$ cat src/rtl/sreg_pkg.sv
package sreg_pkg;
  localparam int WORD_W = 16;
  localparam int DIV_W  = 14;
  localparam int REF_W  = 12;
  localparam int CAP_W  = 6;
  localparam int CD_W   = 4;
  localparam int LBD_W  = 3;
  localparam int TST_W  = 2;
  localparam int VOL_W  = 4;

  typedef enum logic [1:0] {
    PWR_RX       = 2'b00,
    PWR_ACTIVE   = 2'b01,
    PWR_STANDBY  = 2'b10,
    PWR_INACTIVE = 2'b11
  } pwr_mode_e;

  // layout matches word bits 13:0
  typedef struct packed {
    pwr_mode_e        pwr;
    logic             lbd_off;
    logic             mute_comp;
    logic             mute_exp;
    logic             mute_spk;
    logic [VOL_W-1:0] vol;
    logic             lock_sel;
    logic             mclk_mute;
    logic [1:0]       mclk_div;
  } ctrl_t;

  // layout matches word bits 14:0
  typedef struct packed {
    logic [CAP_W-1:0] cap;
    logic [CD_W-1:0]  cd;
    logic [LBD_W-1:0] lbd;
    logic [TST_W-1:0] tst;
  } aux_t;

  typedef enum logic [1:0] {
    DST_CTRL = 2'b00,
    DST_RX   = 2'b01,
    DST_REF  = 2'b10,
    DST_TX   = 2'b11
  } dst_e;
endpackage

$ cat src/rtl/sreg_sync.sv
module sreg_sync #(
  parameter int STAGES = 2,
  parameter int WIDTH  = 3
) (
  input  logic             clk_i,
  input  logic             rst_ni,
  input  logic [WIDTH-1:0] async_i,
  output logic [WIDTH-1:0] sync_o
);
  logic [WIDTH-1:0] stage_q [STAGES];

  for (genvar s = 0; s < STAGES; s++) begin : g_stage
    always_ff @(posedge clk_i or negedge rst_ni) begin
      if (!rst_ni) stage_q[s] <= '0;
      else if (s == 0) stage_q[s] <= async_i;
      else stage_q[s] <= stage_q[(s == 0) ? 0 : s-1];
    end
  end

  assign sync_o = stage_q[STAGES-1];
endmodule

$ cat src/rtl/sreg_framer.sv
module sreg_framer
  import sreg_pkg::*;
(
  input  logic              clk_i,
  input  logic              rst_ni,
  input  logic              sclk_s_i,
  input  logic              sdata_s_i,
  input  logic              sen_s_i,
  output logic              commit_o,
  output logic              bank_o,
  output logic [WORD_W-1:0] word_o
);
  localparam int CNT_MAX = WORD_W + 1;
  localparam int CNT_W   = $clog2(CNT_MAX + 1);

  logic [WORD_W-1:0] shreg_q;
  logic [CNT_W-1:0]  cnt_q;
  logic              sen_q, sclk_q;
  logic              en_edge, clk_rise;

  assign en_edge  = sen_s_i != sen_q;
  assign clk_rise = sclk_s_i & ~sclk_q;

  always_ff @(posedge clk_i or negedge rst_ni) begin
    if (!rst_ni) begin
      shreg_q  <= '0;
      cnt_q    <= '0;
      sen_q    <= 1'b0;
      sclk_q   <= 1'b0;
      commit_o <= 1'b0;
      bank_o   <= 1'b0;
      word_o   <= '0;
    end else begin
      sen_q    <= sen_s_i;
      sclk_q   <= sclk_s_i;
      commit_o <= 1'b0;
      if (en_edge) begin
        // frame ends: only an exact-length word is handed on
        commit_o <= (cnt_q == CNT_W'(WORD_W));
        bank_o   <= sen_q;
        word_o   <= shreg_q;
        cnt_q    <= '0;
      end else if (clk_rise) begin
        shreg_q <= {shreg_q[WORD_W-2:0], sdata_s_i};
        if (cnt_q != CNT_W'(CNT_MAX)) cnt_q <= cnt_q + CNT_W'(1);
      end
    end
  end
endmodule

$ cat src/rtl/sreg_bank.sv
module sreg_bank
  import sreg_pkg::*;
#(
  parameter logic [DIV_W-1:0] RX_DEF  = DIV_W'(7215),
  parameter logic [DIV_W-1:0] TX_DEF  = DIV_W'(9966),
  parameter logic [REF_W-1:0] REF_DEF = REF_W'(2048),
  parameter logic [CD_W-1:0]  CD_DEF  = 4'b1010
) (
  input  logic              clk_i,
  input  logic              rst_ni,
  input  logic              commit_i,
  input  logic              bank_i,
  input  logic [WORD_W-1:0] word_i,
  output ctrl_t             ctrl_o,
  output aux_t              aux_o,
  output logic [DIV_W-1:0]  rx_div_o,
  output logic [DIV_W-1:0]  tx_div_o,
  output logic [REF_W-1:0]  ref_div_o,
  output logic [1:0]        ref_sel_o
);
  localparam ctrl_t CTRL_DEF = '{pwr: PWR_INACTIVE, mclk_div: 2'b11, default: '0};
  localparam aux_t  AUX_DEF  = '{cd: CD_DEF, default: '0};

  dst_e dst;
  logic main_wr, aux_wr;

  assign dst     = dst_e'(word_i[WORD_W-1 -: 2]);
  assign main_wr = commit_i & ~bank_i;
  assign aux_wr  = commit_i & bank_i & word_i[WORD_W-1];

  always_ff @(posedge clk_i or negedge rst_ni) begin
    if (!rst_ni) begin
      ctrl_o    <= CTRL_DEF;
      aux_o     <= AUX_DEF;
      rx_div_o  <= RX_DEF;
      tx_div_o  <= TX_DEF;
      ref_div_o <= REF_DEF;
      ref_sel_o <= 2'b00;
    end else begin
      if (main_wr) begin
        unique case (dst)
          DST_CTRL: ctrl_o   <= ctrl_t'(word_i[DIV_W-1:0]);
          DST_RX:   rx_div_o <= word_i[DIV_W-1:0];
          DST_REF: begin
            ref_div_o <= word_i[REF_W-1:0];
            ref_sel_o <= word_i[DIV_W-1 -: 2];
          end
          DST_TX:   tx_div_o <= word_i[DIV_W-1:0];
          default: ;
        endcase
      end
      if (aux_wr) aux_o <= aux_t'(word_i[WORD_W-2:0]);
    end
  end
endmodule

$ cat src/rtl/sreg_loader.sv
module sreg_loader
  import sreg_pkg::*;
#(
  parameter int SYNC_STAGES = 2
) (
  input  logic             clk_i,
  input  logic             rst_ni,
  input  logic             sclk_i,
  input  logic             sdata_i,
  input  logic             sen_i,
  output logic [1:0]       pwr_mode_o,
  output logic             lbd_off_o,
  output logic             mute_comp_o,
  output logic             mute_exp_o,
  output logic             mute_spk_o,
  output logic [VOL_W-1:0] volume_o,
  output logic             lock_sel_o,
  output logic             mclk_mute_o,
  output logic [1:0]       mclk_div_o,
  output logic [DIV_W-1:0] rx_div_o,
  output logic [DIV_W-1:0] tx_div_o,
  output logic [REF_W-1:0] ref_div_o,
  output logic [1:0]       ref_sel_o,
  output logic [CAP_W-1:0] cap_sel_o,
  output logic [CD_W-1:0]  cd_thresh_o,
  output logic [LBD_W-1:0] lbd_level_o,
  output logic [TST_W-1:0] test_o
);
  logic [2:0]        sync_w;
  logic              commit_w, bank_w;
  logic [WORD_W-1:0] word_w;
  ctrl_t             ctrl_w;
  aux_t              aux_w;

  sreg_sync #(.STAGES(SYNC_STAGES), .WIDTH(3)) u_sync (
    .clk_i, .rst_ni,
    .async_i({sclk_i, sdata_i, sen_i}),
    .sync_o (sync_w)
  );

  sreg_framer u_framer (
    .clk_i, .rst_ni,
    .sclk_s_i (sync_w[2]),
    .sdata_s_i(sync_w[1]),
    .sen_s_i  (sync_w[0]),
    .commit_o (commit_w),
    .bank_o   (bank_w),
    .word_o   (word_w)
  );

  sreg_bank u_bank (
    .clk_i, .rst_ni,
    .commit_i (commit_w),
    .bank_i   (bank_w),
    .word_i   (word_w),
    .ctrl_o   (ctrl_w),
    .aux_o    (aux_w),
    .rx_div_o (rx_div_o),
    .tx_div_o (tx_div_o),
    .ref_div_o(ref_div_o),
    .ref_sel_o(ref_sel_o)
  );

  assign pwr_mode_o  = ctrl_w.pwr;
  assign lbd_off_o   = ctrl_w.lbd_off;
  assign mute_comp_o = ctrl_w.mute_comp;
  assign mute_exp_o  = ctrl_w.mute_exp;
  assign mute_spk_o  = ctrl_w.mute_spk;
  assign volume_o    = ctrl_w.vol;
  assign lock_sel_o  = ctrl_w.lock_sel;
  assign mclk_mute_o = ctrl_w.mclk_mute;
  assign mclk_div_o  = ctrl_w.mclk_div;
  assign cap_sel_o   = aux_w.cap;
  assign cd_thresh_o = aux_w.cd;
  assign lbd_level_o = aux_w.lbd;
  assign test_o      = aux_w.tst;
endmodule

$ cat config.mk
export PLATFORM = sky130hd
export DESIGN_NAME = sreg_loader
export DESIGN_NICKNAME = d
export VERILOG_FILES = /design/src/rtl/sreg_pkg.sv /design/src/rtl/sreg_sync.sv /design/src/rtl/sreg_framer.sv /design/src/rtl/sreg_bank.sv /design/src/rtl/sreg_loader.sv
export SDC_FILE = /design/constraint.sdc
export NUM_CORES = 1
export LEC_CHECK = 0
export BUFFER_PORTS_ARGS = -buffer_cell sky130_fd_sc_hd__clkbuf_2
export CAP_MARGIN = 0
export CORE_MARGIN = 3
export CORE_UTILIZATION = 60
export CTS_CLUSTER_DIAMETER = 200
export DETAILED_ROUTE_END_ITERATION = 12
export PLACE_DENSITY = 0.82
export SYNTH_ARGS = -nofsm -noshare
export SYNTH_HDL_FRONTEND = slang
export SYNTH_SLANG_ARGS = --single-unit
$ cat constraint.sdc
create_clock -name clk_i -period 3.9 [get_ports clk_i]
set_input_delay 0.39 -clock clk_i [delete_from_list [all_inputs] [get_ports clk_i]]
set_output_delay 0.39 -clock clk_i [all_outputs]
set_load 0.01 [all_outputs]
==> results.toml <==
[sta]
worstMarginPinSlew_ns = 1.09
min_period_ns = 2.02
hold_viol = 0
rsz0062_at_grt = "false"
fmax_mhz = 495
finalCritPeriodShare_pct = 51.8
hold_ws_ns = 0.351
tns_ns = 0
clock_skew_ns = 0.00748
slew_violations = 0
finalSetupViolations = 0
slew_headroom_pct = 26.9

[global_routing]
grt_use_total_pct = 23.3
grt_pass1_wl_um = 15000
grt_use_met2_pct = 36.7
grtUsageMet1_pct = 29.9
top_usage_layer = "met2"
antenna_found_initial = 0
grt_overflow_total = 0
grt_use_met3_pct = 6.17
grt_max_degree = 45
grt_pass1_vias = 2858

[run_status]
status = "finished clean"

[logic_synthesis]
ys_ff_latch = 118
syn-num-nets = 310
syn_area_sq_mm = 0.00453
syn_inst = 302
yosysWarnings = 0
yosysSeqAreaShare_pct = 65.9
yosysUniqueCellTypes = 29
avgSynthCellArea_sq_um = 15.0

[floorplan]
rows = 31
die_w_um = 92.9
die_h_um = 92.9
die_area_sq_mm = 0.00863
core_sq_mm = 0.00729
initial_utilization_pct = 62.1
ios = 76

[setup_path]
path_cells = "nor4bb_4, mux2_2"
cp_max_fo = 14
startpoint_type = "register"
path_class = "register to register"
crit_path_top_delay_cell = "nor4bb_4"
arrival_ns = 2.42
crit_family = "simple AND/OR/NAND/NOR gates"
crit_required_ns = 4.30
max_stage_delay_ns = 1.00
end_kind = "register"
cp.buffers_inverters = 0

[drt]
route.vias.total = 2676
drt_iter0_markers = 111
viasPerCell = 5.30
drt-total-wl_um = 9100
post_drt_wl_per_cell_um = 18.0
first_pass_iters = 4
ant_nets = 0
drc = 0

[layout]
multi_input_area_sq_mm = 0.00150
num-fill-cells = 430
drive_above_1_share_pct = 54.9
seqCellArea_sq_mm = 0.00298
area_growth_pct = 24.9
antenna_cells = 0
stdcell_count = 505
fin_nets = 401

[power]
p_sw_share_pct = 23.8
p_int_mw = 2.37
max-vdd-ir-drop_mv = 0.363
pwr-share-comb_pct = 5.0
p_clk_share_pct = 48.8
p_per_area_mw_per_mm2 = 550
p_seq_share_pct = 46.2
switchingPower_mw = 0.740
p_leak_nw = 2.87

[clock_tree]
clockRootBuffer = "clkbuf_8"
cts.clk_slew.worst_paths_ns = 0.06
clock_sinks = 118
post_cts_buffers = 0
cts_max_path_buffers = 2
cts_tree = "built"
cts_buffers = 17
htreeDepth = 4
clkLatencyLatePin_ns = 0.51

[placement]
dp_cells = 469
port_buffers = 75
hpwl_um = 5590
routabilityCongestion = 0.783

[worst_hold_path]
holdCritPathClass = "register to register"

[flow_run]
maxCapViolCount = 0
[power by group through the flow]
stage	registers [mW]	logic, mW	clock network (mW)
finish	1.44	0.157	1.52
global route	1.45	0.180	1.59
CTS	1.43	0.160	1.53
detailed placement	1.45	0.155	0
global placement	1.44	0.146	0
floorplan	1.40	0.108	0
[cells by family (layout without fill, tap and decap cells)]
family / Yosys count / count (layout) / synth area share [%]
mux: 87 / 87 / 22.5
flops: 118 / 118 / 65.9
simple gates: 66 / 66 / 7.07
buf+inv: 15 / 119 / 1.80
compound gates: 10 / 10 / 1.22
xor+xnor: 2 / 2 / 0.553
fa+ha+maj: 4 / 4 / 1.05
[metal layers]
metal	wire length (um)	vias to the layer above	share of wire [%]
li1	-	1225	-
met1	3940	1368	43
met2	4560	63	50
met3	362	20	4.0
met4	244	0	2.7
met5	0	-	0
[final timing paths]
kind	end	slack, ns	depth (start not counted)	start
setup / recovery	u_bank.rx_div_o[4]	1.88	2	u_framer.word_o[15]
hold / removal	u_sync.sync_o[0]	0.35	0	u_sync.stage_q[3]
setup reg to reg	u_bank.rx_div_o[4]	1.88	2	u_framer.word_o[15]
hold reg to reg	u_sync.sync_o[0]	0.35	0	u_sync.stage_q[3]
max in group asynchronous	u_bank.aux_o[8]	2.54	3	rst_ni
min in group asynchronous	u_bank.ctrl_o[6]	0.39	2	rst_ni
[state kept, by name, summed over array words and instances, names as in the netlist]
name and flops:
u_sync.sync_o 3, u_bank.rx_div_o 14, u_framer.sen_q 1, u_framer.commit_o 1
u_bank.aux_o 15, u_framer.cnt_q 5, u_framer.shreg_q 16, u_framer.sclk_q 1
u_framer.word_o 16, u_bank.tx_div_o 14, u_framer.bank_o 1, u_bank.ref_div_o 12
u_bank.ref_sel_o 2, u_bank.ctrl_o 14, u_sync.stage_q 3
[layout make-up]
class,count,share of cell area (%)
flip-flops and latches,118,52.7
multi-input cells,169,26.4
clock buffers,22,8.36
repair buffers,83,7.92
well taps,99,2.19
clock inverters,10,2.12
inverters,4,0.265
[cell usage in the layout, fill, tap and decap left out, types with 3 or more instances in the layout]
cell and instances:
a21oi_1 4, buf_4 5, clkbuf_16 16, clkbuf_2 74, clkbuf_8 5, clkinvlp_4 5
dfrtp_1 94, dfstp_2 24, dlygate4sd3_1 4, ha_1 3, inv_1 4, mux2_1 3
mux2_2 74, mux2_4 10, nand2_1 51, o21ai_0 4, or3_1 3
[cells in the mapped netlist (all sizes together)]
library cell | n | area [sq um]
dfstp | 24 | 631
nor2 | 1 | 11.3
nand2 | 51 | 191
ha | 3 | 37.5
nor4bb | 3 | 30.0
mux2 | 87 | 1020
o31ai | 1 | 7.51
dfrtp | 94 | 2350
nand3 | 2 | 10.0
xnor2 | 1 | 8.76
nand4b | 1 | 8.76
nor3 | 1 | 5.00
clkbuf | 2 | 7.51
or3 | 3 | 18.8
nand2b | 1 | 6.26
o211ai | 1 | 7.51
nor4b | 1 | 23.8
inv | 4 | 15.0
nand3b | 1 | 7.51
buf | 9 | 58.8
xor2 | 1 | 16.3
a21oi | 4 | 20.0
or4 | 1 | 7.51
maj3 | 1 | 10.0
o21ai | 4 | 20.0
[stage by stage]
step	power, mW	instance area [sq um]	util, %	setup slack [ns]
after detailed placement	1.60	5020	68.9	1.83
after CTS	3.12	5660	77.6	1.85
after floorplan	1.51	4530	-	2.41
after global placement	1.59	5020	68.9	1.87
after global routing	3.22	5660	77.6	1.73
final	3.11	5660	77.6	1.88
[repair_timing]
action,CTS,global route
setup endpoints to repair,0,0
resized for setup,0,0
endpoints found under the hold margin,28,0
hold buffers,4,0
No activity file was read; power rests on OpenSTA's default activity.
